## config.mk

```make
export PLATFORM = sky130hd
export DESIGN_NAME = enc_pos_counter
export DESIGN_NICKNAME = d
export VERILOG_FILES = /design/src/rtl/epc_pkg.sv /design/src/rtl/epc_cmd_decode.sv /design/src/rtl/epc_step_unit.sv /design/src/rtl/epc_status.sv /design/src/rtl/enc_pos_counter.sv
export SDC_FILE = /design/constraint.sdc
export NUM_CORES = 1
export LEC_CHECK = 0
export ABC_AREA = 1
export BUFFER_PORTS_ARGS = -buffer_cell sky130_fd_sc_hd__clkbuf_2
export CELL_PAD_IN_SITES_DETAIL_PLACEMENT = 1
export CELL_PAD_IN_SITES_GLOBAL_PLACEMENT = 2
export CORE_MARGIN = 1
export CORE_UTILIZATION = 33
export DETAILED_ROUTE_END_ITERATION = 8
export GPL_ROUTABILITY_DRIVEN = 0
export HOLD_SLACK_MARGIN = 0.02
export PLACE_DENSITY = 0.9
export SLEW_MARGIN = 20
export SYNTH_ARGS = -nofsm -noshare
export SYNTH_HDL_FRONTEND = slang
export SYNTH_SLANG_ARGS = --single-unit
export TNS_END_PERCENT = 5
```

## constraint.sdc

```tcl
create_clock -name clk -period 4.4 [get_ports clk]
set_input_delay 0.44 -clock clk [delete_from_list [all_inputs] [get_ports clk]]
set_output_delay 0.44 -clock clk [all_outputs]
set_load 0.02 [all_outputs]
```

## src/rtl/epc_pkg.sv

```systemverilog
package epc_pkg;

    localparam int BYTE_W    = 8;
    localparam int NUM_BYTES = 4;
    localparam int CNT_W     = BYTE_W * NUM_BYTES;
    localparam int EV_N      = 4;

    typedef logic [CNT_W-1:0] cnt_t;

    typedef enum logic [1:0] {
        OP_CLR = 2'b00,
        OP_RD  = 2'b01,
        OP_WR  = 2'b10,
        OP_LD  = 2'b11
    } op_e;

    typedef enum logic [2:0] {
        SEL_NONE_LO = 3'd0,
        SEL_MODE0   = 3'd1,
        SEL_MODE1   = 3'd2,
        SEL_PRESET  = 3'd3,
        SEL_COUNT   = 3'd4,
        SEL_SNAP    = 3'd5,
        SEL_STATUS  = 3'd6,
        SEL_NONE_HI = 3'd7
    } sel_e;

    typedef enum logic [1:0] {
        CM_FREE    = 2'b00,
        CM_ONESHOT = 2'b01,
        CM_RANGE   = 2'b10,
        CM_MODULO  = 2'b11
    } cmode_e;

    typedef enum logic [1:0] {
        IX_NONE  = 2'b00,
        IX_LOAD  = 2'b01,
        IX_CLEAR = 2'b10,
        IX_SNAP  = 2'b11
    } ixact_e;

    typedef struct packed {
        logic carry;
        logic borrow;
        logic match;
    } step_ev_t;

    typedef struct packed {
        logic clr_m0;
        logic clr_m1;
        logic clr_cnt;
        logic clr_stat;
        logic wr_m0;
        logic wr_m1;
        logic wr_pre;
        logic ld_cnt;
        logic ld_snap;
        logic rd_en;
    } cmd_t;

    // Ones over the active bytes; code 0 selects all bytes, each step drops one.
    function automatic cnt_t width_mask(input logic [1:0] code);
        cnt_t m;
        m = '0;
        for (int b = 0; b < NUM_BYTES; b++) begin
            if (b < NUM_BYTES - int'(code)) m[b*BYTE_W +: BYTE_W] = '1;
        end
        return m;
    endfunction

endpackage

```

## src/rtl/epc_cmd_decode.sv

```systemverilog
module epc_cmd_decode
    import epc_pkg::*;
(
    input  logic       valid_i,
    input  op_e        op_i,
    input  sel_e       sel_i,
    output cmd_t       cmd_o
);

    always_comb begin
        cmd_o = '0;
        if (valid_i) begin
            unique case (op_i)
                OP_CLR: begin
                    cmd_o.clr_m0   = (sel_i == SEL_MODE0);
                    cmd_o.clr_m1   = (sel_i == SEL_MODE1);
                    cmd_o.clr_cnt  = (sel_i == SEL_COUNT);
                    cmd_o.clr_stat = (sel_i == SEL_STATUS);
                end
                OP_RD: begin
                    cmd_o.rd_en   = 1'b1;
                    cmd_o.ld_snap = (sel_i == SEL_COUNT);
                end
                OP_WR: begin
                    cmd_o.wr_m0  = (sel_i == SEL_MODE0);
                    cmd_o.wr_m1  = (sel_i == SEL_MODE1);
                    cmd_o.wr_pre = (sel_i == SEL_PRESET);
                end
                OP_LD: begin
                    cmd_o.ld_cnt  = (sel_i == SEL_COUNT);
                    cmd_o.ld_snap = (sel_i == SEL_SNAP);
                end
                default: cmd_o = '0;
            endcase
        end
    end

endmodule

```

## src/rtl/epc_step_unit.sv

```systemverilog
module epc_step_unit
    import epc_pkg::*;
(
    input  cmode_e   mode_i,
    input  logic     up_i,
    input  cnt_t     cur_i,
    input  cnt_t     preset_i,
    input  cnt_t     mask_i,
    output cnt_t     nxt_o,
    output step_ev_t ev_o,
    output logic     halt_req_o
);

    localparam cnt_t ONE = cnt_t'(1);

    always_comb begin
        nxt_o = cur_i;
        ev_o  = '0;
        if (up_i) begin
            unique case (mode_i)
                CM_RANGE: begin
                    if (cur_i >= preset_i) ev_o.carry = 1'b1;
                    else                   nxt_o = cur_i + ONE;
                end
                CM_MODULO: begin
                    if (cur_i == preset_i) begin
                        nxt_o = '0;
                        ev_o.carry = 1'b1;
                    end else begin
                        nxt_o = (cur_i + ONE) & mask_i;
                    end
                end
                default: begin
                    if (cur_i == mask_i) begin
                        nxt_o = '0;
                        ev_o.carry = 1'b1;
                    end else begin
                        nxt_o = cur_i + ONE;
                    end
                end
            endcase
        end else begin
            unique case (mode_i)
                CM_RANGE: begin
                    if (cur_i == '0) ev_o.borrow = 1'b1;
                    else             nxt_o = cur_i - ONE;
                end
                CM_MODULO: begin
                    if (cur_i == '0) begin
                        nxt_o = preset_i;
                        ev_o.borrow = 1'b1;
                    end else begin
                        nxt_o = cur_i - ONE;
                    end
                end
                default: begin
                    if (cur_i == '0) begin
                        nxt_o = mask_i;
                        ev_o.borrow = 1'b1;
                    end else begin
                        nxt_o = cur_i - ONE;
                    end
                end
            endcase
        end
        ev_o.match = (nxt_o == preset_i);
        halt_req_o = (mode_i == CM_ONESHOT) && (ev_o.carry || ev_o.borrow);
    end

endmodule

```

## src/rtl/epc_status.sv

```systemverilog
module epc_status
    import epc_pkg::*;
(
    input  logic            clk,
    input  logic            rst,
    input  logic            clr_i,
    input  logic [EV_N-1:0] ev_i,
    input  logic [EV_N-1:0] ev_en_i,
    input  logic            dir_we_i,
    input  logic            dir_i,
    output logic [EV_N-1:0] lat_o,
    output logic            pwr_o,
    output logic            dir_o
);

    always_ff @(posedge clk) begin
        if (rst) begin
            lat_o <= '0;
            pwr_o <= 1'b1;
            dir_o <= 1'b0;
        end else begin
            if (dir_we_i) dir_o <= dir_i;
            if (clr_i) begin
                lat_o <= '0;
                pwr_o <= 1'b0;
            end else begin
                lat_o <= lat_o | (ev_i & ev_en_i);
            end
        end
    end

endmodule

```

## src/rtl/enc_pos_counter.sv

```systemverilog
module enc_pos_counter
    import epc_pkg::*;
(
    input  logic             clk,
    input  logic             rst,
    input  logic             cnt_en_i,
    input  logic             step_i,
    input  logic             dir_up_i,
    input  logic             index_i,
    input  logic             snap_n_i,
    input  logic             cmd_valid_i,
    input  logic [1:0]       cmd_op_i,
    input  logic [2:0]       cmd_sel_i,
    input  logic [CNT_W-1:0] cmd_wdata_i,
    output logic [CNT_W-1:0] rd_data_o,
    output logic             flag_n_o
);

    localparam int PAD_W = CNT_W - BYTE_W;

    logic [BYTE_W-1:0] mode0_q, mode1_q;
    cnt_t              preset_q, cnt_q, snap_q, rd_q;
    logic              halt_q, snap_n_q;

    cmd_t              cmd_s;
    cnt_t              mask, cur, pre, nxt;
    step_ev_t          sev;
    logic              halt_req;
    cmode_e            cmode;
    ixact_e            ixact;
    logic              live_en, ix_load, ix_clear, ix_snap;
    logic              cnt_override, step_go, snap_take;
    logic [EV_N-1:0]   stat_lat;
    logic              stat_pwr, stat_dir;
    logic [BYTE_W-1:0] status_byte;

    epc_cmd_decode u_dec (
        .valid_i (cmd_valid_i),
        .op_i    (op_e'(cmd_op_i)),
        .sel_i   (sel_e'(cmd_sel_i)),
        .cmd_o   (cmd_s)
    );

    assign mask    = width_mask(mode1_q[1:0]);
    assign cur     = cnt_q & mask;
    assign pre     = preset_q & mask;
    assign cmode   = cmode_e'(mode0_q[1:0]);
    assign ixact   = ixact_e'(mode0_q[3:2]);
    assign live_en = cnt_en_i & ~mode1_q[2];

    assign ix_load  = index_i && (ixact == IX_LOAD);
    assign ix_clear = index_i && (ixact == IX_CLEAR);
    assign ix_snap  = index_i && (ixact == IX_SNAP);

    assign cnt_override = cmd_s.clr_cnt | cmd_s.ld_cnt | ix_load | ix_clear;
    assign step_go      = step_i & live_en & ~halt_q & ~cnt_override;
    assign snap_take    = cmd_s.ld_snap | ix_snap | (snap_n_q & ~snap_n_i);

    epc_step_unit u_step (
        .mode_i     (cmode),
        .up_i       (dir_up_i),
        .cur_i      (cur),
        .preset_i   (pre),
        .mask_i     (mask),
        .nxt_o      (nxt),
        .ev_o       (sev),
        .halt_req_o (halt_req)
    );

    epc_status u_stat (
        .clk      (clk),
        .rst      (rst),
        .clr_i    (cmd_s.clr_stat),
        .ev_i     ({step_go & sev.carry, step_go & sev.borrow,
                    step_go & sev.match, index_i}),
        .ev_en_i  (mode1_q[7:4]),
        .dir_we_i (step_go),
        .dir_i    (dir_up_i),
        .lat_o    (stat_lat),
        .pwr_o    (stat_pwr),
        .dir_o    (stat_dir)
    );

    assign status_byte = {stat_lat, live_en, stat_pwr, stat_dir, 1'b0};

    always_ff @(posedge clk) begin
        if (rst) begin
            mode0_q  <= '0;
            mode1_q  <= '0;
            preset_q <= '0;
            cnt_q    <= '0;
            snap_q   <= '0;
            rd_q     <= '0;
            halt_q   <= 1'b0;
            snap_n_q <= 1'b1;
        end else begin
            snap_n_q <= snap_n_i;

            if (cmd_s.clr_m0)     mode0_q <= '0;
            else if (cmd_s.wr_m0) mode0_q <= cmd_wdata_i[BYTE_W-1:0];
            if (cmd_s.clr_m1)     mode1_q <= '0;
            else if (cmd_s.wr_m1) mode1_q <= cmd_wdata_i[BYTE_W-1:0];
            if (cmd_s.wr_pre)     preset_q <= cmd_wdata_i;

            if (cmd_s.clr_cnt)     cnt_q <= '0;
            else if (cmd_s.ld_cnt) cnt_q <= pre;
            else if (ix_load)      cnt_q <= pre;
            else if (ix_clear)     cnt_q <= '0;
            else if (step_go)      cnt_q <= nxt;

            if (cnt_override)             halt_q <= 1'b0;
            else if (step_go && halt_req) halt_q <= 1'b1;

            if (snap_take) snap_q <= cur;

            if (cmd_s.rd_en) begin
                unique case (sel_e'(cmd_sel_i))
                    SEL_MODE0:  rd_q <= {{PAD_W{1'b0}}, mode0_q};
                    SEL_MODE1:  rd_q <= {{PAD_W{1'b0}}, mode1_q};
                    SEL_COUNT:  rd_q <= cur;
                    SEL_SNAP:   rd_q <= snap_q & mask;
                    SEL_STATUS: rd_q <= {{PAD_W{1'b0}}, status_byte};
                    default:    rd_q <= '0;
                endcase
            end
        end
    end

    assign rd_data_o = rd_q;
    assign flag_n_o  = ~|(stat_lat & mode1_q[7:4]);

endmodule

```

### Word level (Yosys, flattened, before mapping)

Cells that the tools add are included.

* register bits after elaboration: 152
* bits in latches: 0
* RAM bits: 0
* ROM bits: 0
* input port bits: 45
* logic and storage cells: 108
* memories kept: 0

* add/subtract/negate cells: 3
* multiply operators: 0
* div/mod/pow operators: 0
* magnitude comparators: 5
* equality and inequality tests: 18
* shift-type cells: 0
* muxes and demuxes: 31
* bitwise logic cells: 24
* reductions and logical operators: 16

Operator list (number)
* 32-bit 2-to-1 mux: 11
* 32-bit one-hot mux with 5 select lines: 1
* 32-bit AND: 4
* 32-bit one-hot mux with 2 select lines: 2
* 32-bit equality test: 3
* 32-bit by 1-bit adder with 32-bit output, second input constant: 1
* 32-bit >= comparator: 1
* 32-bit zero test: 1
* 8-bit 2-to-1 mux: 4
* 32-bit by 1-bit subtractor with 32-bit output, second input constant: 1
* 2-bit equality test, second input constant: 6
* 10-bit 2-to-1 mux: 1
* 2-bit OR reduction: 5
* 3-bit equality test, second input constant: 3
* 1-bit AND: 8
* 4-bit AND: 2
* 3-bit by 4-bit less-than comparator with 1-bit output, first input constant: 2
* 1-bit 2-to-1 mux: 8
* 2-bit by 1-bit equality test with 1-bit output, second input constant: 3
* 3-bit by 2-bit equality test with 1-bit output, second input constant: 2
* 1-bit logical AND: 5
* 1-bit bitwise OR: 5
* 1-bit by 4-bit less-than comparator with 1-bit output, first input constant: 1
* 2-bit by 4-bit less-than comparator with 1-bit output, first input constant: 1
* other kinds (12): 16

### Logic depth before layout (Yosys ltp)

* depth in word-level cells: 13
* depth in mapped cells: 30

### Modules after synthesis

From an unflattened synthesis, not the netlist that was laid out.

* cell total of the unflattened synthesis: 2233
* area total of the unflattened synthesis: 12936.2 sq um

By module, submodules not included
* enc_pos_counter: times used 1, cells each 933, area each 6531.3 sq um
* epc_step_unit: times used 1, cells each 1239, area each 6050.8 sq um
* epc_status: times used 1, cells each 35, area each 232.7 sq um
* epc_cmd_decode: times used 1, cells each 26, area each 121.4 sq um

### Worst setup path after synthesis

OpenSTA, ideal clock, no wires.

* kind: register to register
* from: reg mode1_q[1]
* to: reg u_stat.lat_o[1]
* library setup time: 0.064 ns
* arrival time: 3.249 ns
* required time: 4.336 ns
* path slack: 1.086 ns
* cell stages (with the launch flop): 28
* buffers on the path: 6
* clock period less this slack: 3.314 ns
* path through: dfxtp_1 buf_6 nand2_4 buf_6 buf_2 buf_2 nand2_1 ha_1 nand2_1 nor2_1 nor3b_1 and2_1 nand2_1 nand4_1 buf_2 buf_4 nand3_1 nand3_1 nand2_1 nand2_1 nand3_1 nor2_1 nand2_1 nor2_1 nand3_1 nor2_1 nor2_1 nor2_1

* longest elaborated chain between the ends: 13
* elaborated cells between the ends (all ways): 31
* those cells by class: 3 x add/sub; 5 x order compare; 3 x eq/ne; 13 x mux; 6 x bitwise; 1 x reduce/logical

Ends and longest elaborated chain
* from (decl): RTL line enc_pos_counter.sv:21 `logic [BYTE_W-1:0] mode0_q, mode1_q;`
* from (signal assigned): RTL line enc_pos_counter.sv:102 `else if (cmd_s.wr_m1) mode1_q <= cmd_wdata_i[BYTE_W-1:0];`
* 3-bit by 2-bit subtractor with 4-bit output *: RTL line epc_pkg.sv:66 `if (b < NUM_BYTES - int'(code)) m[b*BYTE_W +: BYTE_W] = '1;`
* 1-bit by 4-bit less-than comparator with 1-bit output (tied with other cells): RTL line epc_pkg.sv:66
* 8-bit 2-to-1 mux: RTL line epc_pkg.sv:66
* 32-bit AND: RTL line enc_pos_counter.sv:45 `assign cur = cnt_q & mask;`
* 32-bit by 1-bit adder with 32-bit output: RTL line epc_step_unit.sv:23, epc_step_unit.sv:30, epc_step_unit.sv:38
* 32-bit AND: RTL line epc_step_unit.sv:30 `nxt_o = (cur_i + ONE) & mask_i;`
* 32-bit 2-to-1 mux: RTL line epc_step_unit.sv:26 `if (cur_i == preset_i) begin`
* 32-bit one-hot mux with 2 select lines: RTL line epc_step_unit.sv:20 `unique case (mode_i)`
* 32-bit 2-to-1 mux: RTL line epc_step_unit.sv:19 `if (up_i) begin`
* 32-bit equality test *: RTL line epc_step_unit.sv:66 `ev_o.match = (nxt_o == preset_i);`
* 1-bit AND *: RTL line enc_pos_counter.sv:75 `step_go & sev.match, index_i}),`
* 4-bit AND *: RTL line epc_status.sv:27 `lat_o <= lat_o | (ev_i & ev_en_i);`
* 4-bit bitwise OR *: RTL line epc_status.sv:27
* to (signal assigned): RTL line epc_status.sv:27
* to (decl): RTL line epc_status.sv:11 `output logic [EV_N-1:0] lat_o,`

Mark *: on every way between the ends. The rest lies on a longest branch, timed or not.
A chain may end at the register's enable or synchronous reset.

### Final worst setup path

* from: reg mode1_q[1]
* to: reg u_stat.lat_o[1]

* longest elaborated chain between the ends: 13
* elaborated cells between the ends (all ways): 31
* those cells by class: 3 x add/sub; 5 x order compare; 3 x eq/ne; 13 x mux; 6 x bitwise; 1 x reduce/logical

Ends and longest elaborated chain
* 3-bit by 2-bit subtractor with 4-bit output *: RTL line epc_pkg.sv:66
* 3-bit by 4-bit less-than comparator with 1-bit output *: RTL line epc_pkg.sv:66
* 8-bit 2-to-1 mux *: RTL line epc_pkg.sv:66
* 32-bit AND *: RTL line enc_pos_counter.sv:45
* via cur[17]: RTL line enc_pos_counter.sv:26 `cnt_t mask, cur, pre, nxt;`
* 32-bit by 1-bit adder with 32-bit output: RTL line epc_step_unit.sv:23, epc_step_unit.sv:30, epc_step_unit.sv:38
* 32-bit AND: RTL line epc_step_unit.sv:30
* 32-bit 2-to-1 mux: RTL line epc_step_unit.sv:26
* 32-bit one-hot mux with 2 select lines: RTL line epc_step_unit.sv:20
* 32-bit 2-to-1 mux *: RTL line epc_step_unit.sv:19
* 32-bit equality test *: RTL line epc_step_unit.sv:66
* 1-bit AND *: RTL line enc_pos_counter.sv:75
* 4-bit AND *: RTL line epc_status.sv:27
* 4-bit bitwise OR *: RTL line epc_status.sv:27

Mark *: on every way through the listed nets, which the timed path passes. The rest lies on a longest branch.

==> results.sh <==
export IMPL_synth_seq_cells=152
export IMPL_async_flop_share_pct=0
export IMPL_wl_per_cell_um=21.7
export IMPL_ys_flop_type="dfxtp_1"
export IMPL_track_usage_pct=29.5
export IMPL_start_kind="register"
export IMPL_start_util_pct=33.7
export IMPL_tightest_slew_ns=0.966
export IMPL_cts_made_buffers=17
export IMPL_syn_inst=1866
export IMPL_rrSetupSlack_ns=0.37
export IMPL_post_dp_hpwl_mm=38.8
export IMPL_clock_path_buffers=2
export IMPL_r2r_start="mode1_q[1]$_SDFFE_PP0P_"
export IMPL_drc=0
export IMPL_placed_cells=2350
export IMPL_first_pass_iters=5
export IMPL_cts_sinks=152
export IMPL_final_cell_mix="466 x nand2_1, 201 x nor2_1, 169 x o21ai_0"
export IMPL_grt_max_degree=65
export IMPL_hold_viol=0
export IMPL_final_area_um2=12900
export IMPL_skew_ns=0.0127
export IMPL_coreArea_um2=33700
export IMPL_power_mw=4.33
export IMPL_dieArea_um2=35100
export IMPL_cp_arrival_ns=4.42
export IMPL_path_clk_slew_ns=0.07
export IMPL_ios=78
export IMPL_synth_area_leaders="dfxtp_1 27%, nand2_1 15%, o21ai_0 7.5%"
export IMPL_status="finished clean"
export IMPL_grt_first_pass_wirelength_mm=80.0
export IMPL_yosysTopAreaCellShare_pct=26.8
export IMPL_crit_end="u_stat.lat_o[1]$_SDFF_PP0_"
export IMPL_max_slew_margin_pct=35.4
export IMPL_multiInputGateArea_um2=7190
export IMPL_worstReg2RegEnd="u_stat.lat_o[1]$_SDFF_PP0_"
export IMPL_syn_avg_cell_area_um2=6.08
export IMPL_grt_pass1_vias=13700
export IMPL_port_buffers=77
export IMPL_postLayoutCoreUtil_pct=38.3
export IMPL_critical_path_class="reg -> reg"
export IMPL_layout_commonest_cell="nand2_1"
export IMPL_die_w_um=187
export IMPL_ff_latch_area_um2=3040
export IMPL_totalNegativeSetupSlack_ns=0
export IMPL_drive_above_1_share_pct=11.6
export IMPL_h_tree_depth=4
export IMPL_layout_nets=1999
export IMPL_ys_seq_area_share_pct=26.8
export IMPL_vias=13500
export IMPL_num_rows=67
export IMPL_rsz0062_at_grt="no"
export IMPL_synth_edff_count=0
export IMPL_grt_ovfl_total=0
export IMPL_placed_cell_area_um2=12300
export IMPL_reg2reg_depth=24
export IMPL_drv_cap=0
export IMPL_crit_fanout=18
export IMPL_clock_latency_ns=0.46
export IMPL_slew_violations=0
export IMPL_synth_area_um2=11300
export IMPL_synthToLayoutAreaGrowth_pct=13.8
export IMPL_syn_nets=1944
export IMPL_min_from="snap_n_i"
export IMPL_drt_first_iter_violations=1089
export IMPL_antenna_found_initial=0
export IMPL_ant_nets=0
export IMPL_cts_tree="yes"
export IMPL_post_route_period_util_pct=91.7
export IMPL_worstSetupEndpointType="register"
export IMPL_synthesis_yosys_warnings=0
export IMPL_critPathLaunch="mode1_q[1]$_SDFFE_PP0P_"
export IMPL_clock_fmax_ghz=0.248
export IMPL_p_leak_nw=5.82
export IMPL_totalWireLength_mm=51.8
export IMPL_synth_top_area_cell="dfxtp_1"
export IMPL_viasPerCell=5.69
export IMPL_fin_cells=2380
export IMPL_hold_path_class="in -> reg"
export IMPL_post_cts_setup_buffers=0
export IMPL_filler_cell_count=4546
export IMPL_ir_worst_vdd_mv=0.280
export IMPL_pwr_density_cell_nw_per_um2=335
export IMPL_final_setup_viol_count=0
export IMPL_die_h_um=187
export IMPL_final_min_clock_period_ns=4.03
export IMPL_crit_required_ns=4.78
export IMPL_synthDistinctLibCells=51
export IMPL_min_path_cells=3
export IMPL_antenna_cells=0
export IMPL_root_buffer="clkbuf_16"
-- layout make-up --
type | count | area share [%]
multi-input combinational | 1438 | 55.7
sequential | 152 | 23.6
clock buffer | 19 | 3.43
tap | 448 | 4.34
inverter | 182 | 5.31
clock inverter | 11 | 1.27
timing repair buffer | 130 | 6.36
-- per-layer routing --
layer  share of wire (%)  track usage (%)  vias up  wire length, um
li1                    -                -     6275                -
met1                  43             37.8     6532            22200
met2                  45             46.7      570            23100
met3                 6.3             4.33      167             3270
met4                 6.1             18.1        0             3170
met5                   0                0        -                0
-- flip-flops by register name, summed over array words and instances (netlist names) --
register	cells
preset_q	32
halt_q	1
snap_n_q	1
u_stat.dir_o	1
mode1_q	8
u_stat.lat_o	4
u_stat.pwr_o	1
rd_data_o	32
cnt_q	32
mode0_q	8
snap_q	32
-- report_power, final --
group / internal, mW / switching, mW / total [mW]
combinational: 0.354 / 0.849 / 1.20
clock: 0.918 / 0.708 / 1.63
sequential: 1.43 / 0.0659 / 1.50
total: 2.71 / 1.62 / 4.33
-- cells in the mapped netlist (4+ instances only) --
| cell | number |
|---|---|
| clkbuf_1 | 73 |
| inv_1 | 165 |
| nor3_1 | 38 |
| dfxtp_1 | 152 |
| nand2_1 | 466 |
| buf_2 | 7 |
| o22ai_1 | 19 |
| nand4_1 | 21 |
| clkinv_1 | 6 |
| inv_2 | 10 |
| xor2_1 | 39 |
| nand3_1 | 165 |
| nor2_1 | 204 |
| nand3b_1 | 7 |
| nor2_2 | 10 |
| a211oi_1 | 18 |
| o21a_1 | 8 |
| o21ai_1 | 10 |
| nand2_4 | 9 |
| nor2_4 | 6 |
| o211ai_1 | 9 |
| ha_1 | 33 |
| a21oi_1 | 159 |
| o21ai_0 | 169 |
| buf_6 | 9 |
| nand2_2 | 14 |
| nand3_2 | 4 |
-- kinds of logic after synthesis --
logic type / share of synthesized area (%)
DFF: 26.8
buffers and inverters: 10.1
xor gates and xnor gates: 3.01
AOI/OAI and AO/OA: 20.0
and+or+nand+nor: 36.4
adders and majority gates: 3.64
-- worst max-delay path, cell delays in order, from the launching register on --
cell and delay, ns:
dfxtp_2 0.39, inv_4 0.27, nand2_2 0.24, inv_1 0.28, ha_1 0.30, nand2_1 0.07
nor2_1 0.04, nand2_1 0.20, nor2_2 0.12, a21oi_1 0.23, nand4_1 0.18, buf_4 0.22
nor2_1 0.23, nand2_1 0.10, nand3_1 0.10, nand2_1 0.08, nand2_1 0.11, nand2_1 0.06
nand2_1 0.14, nand2_1 0.07, nor2_1 0.19, nand3_1 0.11, nor2_1 0.10, nor2_1 0.05
nor2_1 0.08
-- what timing repair did --
item,4_1_cts,5_1_grt
endpoints found under the setup margin,0,1
hold buffers,0,0
gates resized for setup,0,2
-- through the flow --
stage | worst slack (ns) | hold slack [ns]
5_1_grt | 0.0162 | 0.213
3_3_place_gp | 0.430 | 0.434
6_report | 0.365 | 0.191
4_1_cts | 0.293 | 0.180
2_1_floorplan | 1.09 | 0.419
3_5_place_dp | 0.334 | 0.445
-- worst min path at each step --
| stage | end | slack, ns |
|---|---|---|
| floorplan | u_stat.pwr_o$_SDFFE_PP1P_ | 0.42 |
| global placement | u_stat.pwr_o$_SDFFE_PP1P_ | 0.43 |
| detailed placement | u_stat.pwr_o$_SDFFE_PP1P_ | 0.45 |
| CTS | snap_n_q$_SDFF_PP1_ | 0.18 |
| global route | snap_n_q$_SDFF_PP1_ | 0.21 |
| finish | snap_n_q$_SDFF_PP1_ | 0.19 |
Power figures use the tool's default switching activity.
